--- src/rtl/bus_arbiter_park.sv ---
module bus_arbiter_park #(
  parameter int N         = 4,
  parameter int AGE_LIMIT = 3
) (
  input  logic         clk,
  input  logic         rst_n,
  input  logic [N-1:0] req,
  input  logic [N-1:0] rel,
  output logic [N-1:0] gnt
);
  localparam int AW = $clog2(AGE_LIMIT + 1);
  localparam logic [AW-1:0] LIM = AW'(AGE_LIMIT);

  logic          parked;
  logic [AW-1:0] age [N];
  logic          busy, own_rel, own_req, hand;
  logic [N-1:0]  cand, aged, pool, win;

  assign busy    = |gnt;
  assign own_rel = |(rel & gnt);
  assign own_req = |(req & gnt);
  assign cand    = req & ~gnt;

  always_comb
    for (int j = 0; j < N; j++) aged[j] = cand[j] && (age[j] == LIM);

  assign pool = (|aged) ? aged : cand;
  assign win  = pool & (~pool + N'(1));
  assign hand = (|cand) && (!busy || parked || own_rel);

  always_ff @(posedge clk) begin
    if (!rst_n) begin
      gnt    <= '0;
      parked <= 1'b0;
    end else if (hand) begin
      gnt    <= win;
      parked <= 1'b0;
    end else if (busy && !parked && own_rel) begin
      parked <= 1'b1;
    end else if (busy && parked && own_req) begin
      parked <= 1'b0;
    end
  end

  always_ff @(posedge clk) begin
    for (int j = 0; j < N; j++) begin
      if (!rst_n || !req[j])
        age[j] <= '0;
      else if (hand) begin
        if (win[j])
          age[j] <= '0;
        else if (cand[j] && age[j] != LIM)
          age[j] <= age[j] + AW'(1);
      end
    end
  end
endmodule


--- config.mk ---
export PLATFORM = sky130hd
export DESIGN_NAME = bus_arbiter_park
export DESIGN_NICKNAME = d
export VERILOG_FILES = /design/src/rtl/bus_arbiter_park.sv
export SDC_FILE = /design/constraint.sdc
export NUM_CORES = 1
export LEC_CHECK = 0
export ABC_AREA = 1
export CAP_MARGIN = 40
export CORE_UTILIZATION = 51
export DETAILED_ROUTE_END_ITERATION = 10
export PLACE_DENSITY = 0.77
export SLEW_MARGIN = 25
export SYNTH_ARGS = -nofsm -noshare
export SYNTH_HDL_FRONTEND = slang
export SYNTH_SLANG_ARGS = --single-unit
--- constraint.sdc ---
create_clock -name clk -period 1.75 [get_ports clk]
set_input_delay 0.35 -clock clk [delete_from_list [all_inputs] [get_ports clk]]
set_output_delay 0.35 -clock clk [all_outputs]
set_load 0.02 [all_outputs]
# After elaboration in Yosys (flattened, before gate mapping)
# Memories as Yosys holds them, arrays and structs flattened.
# Index checks and enable logic that the tools add are counted.
[op_classes]
reduce_logical = 33
bitwise_logic = 15
n_eq_ne = 8
mux = 55
addsub = 5
[op_table]
columns = ["op", "n"]
rows = [
  ["$mux 1", 46],
  ["$reduce_or 4->1", 5],
  ["$and 4x4->4", 4],
  ["$mux 2", 8],
  ["$logic_and 1x1->1", 13],
  ["$add 2x1->2 const B", 4],
  ["$eq 2x2->1 const B", 4],
  ["$ne 2x2->1 const B", 4],
  ["$not 4->4", 2],
  ["$or 1x1->1", 8],
  ["$logic_not 1->1", 7],
  ["$logic_or 1x1->1", 6],
  ["$add 4x1->4 const B", 1],
  ["$mux 4", 1],
  ["$reduce_bool 2->1", 1],
  ["$reduce_or 2->1", 1],
  ["$not 1->1", 1],
]
[word_totals]
register_bits = 5
word_cells = 119
memories = 1
ram_bits = 8
[memory_table]
columns = ["name", "depth", "width", "rd", "rd_clocked_by_memory_dff", "write_ports", "line_no", "source"]
rows = [
  ["age", 4, 2, 4, 0, 4, "15", "logic [AW-1:0] age [N];"],
]

# Depth between registers and ports, before layout
# Gate-level depths: netlist of run 1.
[depth]
depth_word = 14
depth_mapped = 10

# Least setup slack after synthesis of run 1
# OpenSTA, ideal clock, no wires.
[synth_timing]
kind = "reg-to-reg"
startpoint = "memory age[0][0] (netlist bit)"
endpoint = "memory age[3][0] (netlist bit) (enable)"
stages_incl_launch_ff = 11
setup_time_ns = 0.300
n_path_buf = 0
slack_ns = 0.145
t_arrival_ns = 1.305
cell_sequence = "edfxtp_1 > ha_1 > nand3_2 > nand2_2 > nor2_4 > nand2_1 > nand2_2 > nor2_2 > nand2_2 > nand2_2 > nand3_1"
[synth_rtl]
columns = ["item", "line_no"]
rows = [
  ["start: declaration", "15"],
]

==> run_results.csv, run 1 <==
group,metric,value,unit
global_routing,grt_pass1_vias,819,
drt,antenna_left,0,
power_and_ir_drop,power_density,1087,nW/um^2
floorplan,coreArea,1541,sq um
finish,fin_area,1190,sq um
timing,worst_pin_slew,0.2966,ns
floorplan,row_count,14,
timing,fin_tns_setup,0,ns
worst_setup_path,cpLargestDelayFamily,"simple AND/OR/NAND/NOR gates",
finish,drive_gt1_frac,0.3427,
drt,finalWirelength,2040,microns
power_and_ir_drop,p_leak,0.5821,nW
logic_synthesis,synth_area_leaders,"edfxtp_1, dfxtp_1, nand2_1, nor2_1, ha_1",
place,dpl_cell_area,1107,sq um
status,status,"completed",
logic_synthesis,ys.flop_type,"edfxtp_1",
timing,setup_viol,0,
floorplan,start_util,0.5528,
worst_setup_path,worst_path_max_delay_cell,"edfxtp_1",
global_routing,grt_pass1_wl,3284,microns
global_routing,grtUsageTotal,0.2436,
place,place_congestion,0.8717,
worst_setup_path,cp.buffers_inverters,0,
clock_network,insertion_delay,0.28,ns
clock_network,hold_buffers,0,
power_and_ir_drop,pwr-share-clk,0.147,
clock_network,root_buffer,"clkbuf_4",
power_and_ir_drop,p_sw_frac,0.4081,
logic_synthesis,ys_ff_latch,13,
worst_setup_path,rr_worst_depth,9,
hold_path,hold_path.class,"in2reg",
worst_setup_path,crit_path_max_incr_delay,0.40,ns
worst_setup_path,required,1.79,ns
place,hpwl,1566,microns
power_and_ir_drop,peakVddDrop,0.6858,mV
worst_setup_path,cp.arrival,1.74,ns
clock_network,path_clk_slew,0.08,ns
finish,nFillCells,125,
drt,drcViolationCount,0,
worst_setup_path,cp_cell_sequence,"ha_2, nand3_2, nand2_2, nor2_4, o21bai_1, nor2_1, nand2_2, nand2_2, nand3_2",
clock_network,cts_sinks,13,
power_and_ir_drop,p_switching,0.5276,mW
logic_synthesis,ys_top_cells_by_count,"nand2_1, nor2_1, inv_1",
finish,multi_input_area,489.2,sq um
drt,firstDrtPassIters,4,
timing,period_needed,1.702,ns
global_routing,met1_usage,0.2888,
power_and_ir_drop,internal-power,0.7653,mW
logic_synthesis,async_flop_share,0,
worst_setup_path,crit_cells,9,
logic_synthesis,syn-cell-area,852.1,sq um
timing,hold_slack,0.5245,ns
worst_setup_path,cp-start-kind,"flop",
hold_path,holdPathStages,2,
timing,fmax,0.5876,GHz
clock_network,clockBufferDepth,2,
timing,slew_headroom,0.8010,
worst_setup_path,critPathMaxFanout,6,
worst_setup_path,endpoint_kind,"flop",
finish,regArea,340.3,sq um
global_routing,grt_busiest_layer,"met2",
worst_setup_path,critPathKind,"reg2reg",
finish,n_antenna_cell,0,
drt,drt-initial-drc-count,20,
timing,rsz0062_at_grt,"true",
place,portBuffers,13,
global_routing,grt_use_met2,0.4212,
logic_synthesis,yosysTopAreaCell,"edfxtp_1",
logic_synthesis,synth_cell_types,23,
logic_synthesis,ys_seq_area_frac,0.3994,
logic_synthesis,yosys_warnings,0,
logic_synthesis,netlist_instances,110,
global_routing,met3_usage,0.05532,
worst_setup_path,crit_path_frequent_cell,"nand2_2",
power_and_ir_drop,power_frac_seq,0.349,
clock_network,numCtsBuffers,3,
global_routing,grt_max_degree,8,
power_and_ir_drop,comb_power_share,0.504,
power_and_ir_drop,p_total,1.293,mW
logic_synthesis,synth_fp_nets,124,
finish,syn_to_final_growth,39.65,%
timing,hold_violations,0,
clock_network,htree_levels,1,
floorplan,die-height,42.88,microns
logic_synthesis,netlist.area_leader.share,0.2819,
place,placed_cells,153,
timing,min_period_over_period,0.9725,
timing,drv_slew,0,
clock_network,cts_tree,"done",
logic_synthesis,synth_most_common_cell,"nand2_1",
finish,nNetsFinal,158,
floorplan,die_area,1838,sq um
timing,finClkSkew,0.005285,ns
floorplan,ios,14,
global_routing,gr-total-overflow,0,
drt,via_per_inst,5.333,
drt,wire_per_inst,12.83,microns
logic_synthesis,syn_avg_cell_area,7.746,sq um
flow_run,cap_violations,0,
global_routing,antenna_found_initial,0,
drt,vias,848,
logic_synthesis,synth_edf_count,8,
floorplan,die_w,42.88,microns
finish,finalNonFillerCells,159,
[logic make-up (layout without fill, tap and decap cells)]
family | after synthesis | after routing | synth area share
simple gates | 66 | 66 | 0.3891
buf+inv | 15 | 48 | 0.06607
flops | 13 | 13 | 0.3994
compound gates | 12 | 12 | 0.08665
fa+ha+maj | 4 | 4 | 0.05874
[flip-flops by register name, summed over array words and instances (netlist names)]
name	count
age	8
gnt	4
parked	1
[worst register-to-register path, delay by kind of cell, from the launching register on]
family                   cells  cell delay (ns)
adder cells (fa/ha/maj)      1             0.23
flip-flops                   1             0.40
AO/OA/AOI/OAI                1             0.08
AND/OR/NAND/NOR              7             0.74
[placed cells by master (no fill, tap or decap), types with 2 or more instances in the layout]
| cell | instances |
|---|---|
| nand3_1 | 4 |
| a21oi_1 | 2 |
| buf_4 | 16 |
| nand2_1 | 20 |
| clkdlybuf4s50_1 | 10 |
| nor3_1 | 2 |
| o21ai_1 | 3 |
| dfxtp_1 | 5 |
| ha_2 | 4 |
| inv_1 | 11 |
| o22ai_1 | 2 |
| nor2_4 | 2 |
| clkbuf_4 | 3 |
| nor2_1 | 15 |
| edfxtp_1 | 8 |
| a22o_1 | 2 |
| inv_2 | 4 |
| nand3_2 | 6 |
| or2_2 | 2 |
| nand2_2 | 11 |
| dlymetal6s2s_1 | 3 |
| nand4_1 | 2 |
[stage by stage]
stage	setup WS, ns	utilization
floorplan	0.1448	-
CTS	0.0004596	0.7394
detailed placement	-0.3222	0.7183
global route	-0.03395	0.7719
global placement	-0.2263	0.7183
finish	0.04819	0.7719
[repair_timing]
item	CTS	global route
resized for setup	2	12
buffers inserted	0	2
endpoints found under the setup margin	6	13
pin swaps	0	9
[routing by layer]
layer	vias up	share of wire
li1	433	-
met1	386	0.45
met2	24	0.50
met3	5	0.035
met4	0	0.013
met5	-	0
[power by group through the flow]
stage	clock network, mW	registers [mW]	logic, mW
final	0.190	0.451	0.652
after global routing	0.206	0.459	0.719
after CTS	0.192	0.452	0.602
after detailed placement	0	0.458	0.592
after global placement	0	0.455	0.573
after floorplan	0	0.473	0.351
[area by class of cell]
cell class / instances / share of cell area
Inverter: 15 / 0.04732
Sequential cell: 13 / 0.2860
Clock buffer: 4 / 0.02208
Tap cell: 16 / 0.01682
Timing Repair Buffer: 29 / 0.2166
Multi-Input combinational cell: 82 / 0.4111
[worst paths after layout]
| check | end | slack, ns | startpoint |
|---|---|---|---|
| max | age[3][0]$_SDFFCE_PN0P_ | 0.05 | age[0][0]$_SDFFCE_PN0P_ |
| min | age[0][0]$_SDFFCE_PN0P_ | 0.52 | req[0] |
| max reg2reg | age[3][0]$_SDFFCE_PN0P_ | 0.05 | age[0][0]$_SDFFCE_PN0P_ |
| min reg2reg | parked$_SDFFE_PP0P_ | 0.52 | parked$_SDFFE_PP0P_ |
No activity file was read; power rests on OpenSTA's default activity.
==> run 2: changes to the inputs <==
Settings changed: CORE_UTILIZATION 51 to 55, DONT_BUFFER_PORTS from default to 1, PLACE_DENSITY 0.77 to 0.7.
==> run_results.csv, run 2 (same netlist as run 1, synthesis figures left out) <==
group,metric,value,unit
global_routing,grt_pass1_wl,2594,microns
status,status,"completed",
worst_setup_path,endpoint_kind,"flop",
finish,nFillCells,114,
finish,drive_gt1_frac,0.3468,
power_and_ir_drop,p_leak,0.4665,nW
worst_setup_path,cp.arrival,1.75,ns
finish,final_cell_mix,"nand2_1, nor2_1, inv_1",
floorplan,row_count,13,
clock_network,cts_sinks,13,
worst_setup_path,crit_path_frequent_cell,"nand2_2",
place,placed_cells,129,
finish,regMostFlops,"age",
clock_network,clockBufferDepth,2,
timing,finClkSkew,0.001460,ns
place,portBuffers,0,
worst_setup_path,cpLargestDelayFamily,"simple AND/OR/NAND/NOR gates",
power_and_ir_drop,power_density,1214,nW/um^2
floorplan,die_area,1711,sq um
clock_network,hold_buffers,0,
clock_network,insertion_delay,0.29,ns
floorplan,die_w,41.36,microns
timing,fin_tns_setup,0,ns
drt,finalWirelength,1964,microns
worst_setup_path,worst_path_max_delay_cell,"edfxtp_1",
worst_setup_path,crit_path_max_incr_delay,0.40,ns
floorplan,coreArea,1366,sq um
clock_network,cts_tree,"done",
drt,wire_per_inst,14.13,microns
clock_network,root_buffer,"clkbuf_4",
floorplan,die-height,41.36,microns
timing,fmax,0.5745,GHz
timing,period_needed,1.741,ns
finish,finalNonFillerCells,139,
worst_setup_path,required,1.76,ns
power_and_ir_drop,peakVddDrop,0.8015,mV
finish,post-route-util,0.7372,
place,hpwl,1402,microns
drt,via_per_inst,5.683,
timing,setup_viol,0,
hold_path,hold_path.class,"in2reg",
timing,rsz0062_at_grt,"true",
flow_run,cap_violations,0,
finish,top_regs,"age: 8 flops, gnt: 4 flops, parked: 1 flops",
finish,multi_input_area,490.5,sq um
floorplan,start_util,0.6236,
global_routing,antenna_found_initial,0,
global_routing,grtUsageTotal,0.2464,
floorplan,ios,14,
finish,nNetsFinal,139,
power_and_ir_drop,p_total,1.223,mW
drt,firstDrtPassIters,4,
finish,syn_to_final_growth,18.21,%
drt,vias,790,
worst_setup_path,cp-start-kind,"flop",
finish,n_antenna_cell,0,
timing,min_period_over_period,0.9946,
global_routing,gr-total-overflow,0,
clock_network,numCtsBuffers,3,
clock_network,path_clk_slew,0.08,ns
timing,worst_pin_slew,0.2455,ns
place,place_congestion,0.8180,
worst_setup_path,cp_cell_sequence,"ha_2, nand3_2, nand2_2, nor2_4, nand2_1, nand2_1, nor2_2, nand2_2, nand2_2, nand3_2",
place,pre_cts_slack,-0.01891,ns
timing,drv_slew,0,
drt,antenna_left,0,
worst_setup_path,critPathKind,"reg2reg",
drt,drcViolationCount,0,
timing,hold_violations,0,
timing,slew_headroom,0.8361,
finish,largest_reg_flops,8,
global_routing,grt_pass1_vias,606,
drt,drt-initial-drc-count,17,
timing,setup_ws,0.009432,ns
finish,regArea,340.3,sq um
clock_network,htree_levels,1,
worst_setup_path,cp.buffers_inverters,0,
global_routing,grt_max_degree,8,
worst_setup_path,critPathMaxFanout,6,
finish,layout_commonest_cell,"nand2_1",
-- run 2: path summary, 6_finish.rpt --
path	slack, ns	startpoint	to	depth (start not counted)
min	0.27	rst_n	parked$_SDFFE_PP0P_	2
min reg2reg	0.47	parked$_SDFFE_PP0P_	parked$_SDFFE_PP0P_	2
max	0.009	age[0][0]$_SDFFCE_PN0P_	age[3][0]$_SDFFCE_PN0P_	10
max reg2reg	0.009	age[0][0]$_SDFFCE_PN0P_	age[3][0]$_SDFFCE_PN0P_	10
-- run 2: worst reg2reg max path, stage by stage, from the launching register on --
cell      delay, ns
edfxtp_1       0.40
ha_2           0.21
nand3_2        0.10
nand2_2        0.07
nor2_4         0.17
nand2_1        0.09
nand2_1        0.13
nor2_2         0.06
nand2_2        0.08
nand2_2        0.07
nand3_2        0.08
-- run 2: final cells by class --
class | count | area share
clock buffer | 4 | 0.02609
inverter | 15 | 0.05590
multi-input combinational | 82 | 0.4870
sequential | 13 | 0.3379
tap | 15 | 0.01863
timing repair buffer | 10 | 0.07453
-- run 2: repair_timing --
item,4_1_cts,5_1_grt
buffers inserted,2,4
pin swaps,1,11
resized for setup,1,10
setup endpoints to repair,6,10
-- run 2: power by group --
part	leakage (nW)	switching [mW]	internal, mW
clock	0.0150	0.109	0.0888
sequential	0.132	0.0480	0.402
combinational	0.320	0.357	0.219
-- run 2: stage by stage --
step                hold slack [ns]  cell area, sq um
global route                 0.2802              1007
global placement             0.4574             900.9
finish                       0.2713              1007
floorplan                    0.4427             852.1
CTS                          0.2718             944.7
detailed placement           0.4584             900.9
-- run 2: routing by layer --
| layer | GRT usage | share of wire | up-vias |
|---|---|---|---|
| li1 | - | - | 394 |
| met1 | 0.3223 | 0.44 | 350 |
| met2 | 0.3633 | 0.47 | 37 |
| met3 | 0.05851 | 0.059 | 9 |
| met4 | 0.1532 | 0.033 | 0 |
| met5 | 0 | 0 | - |
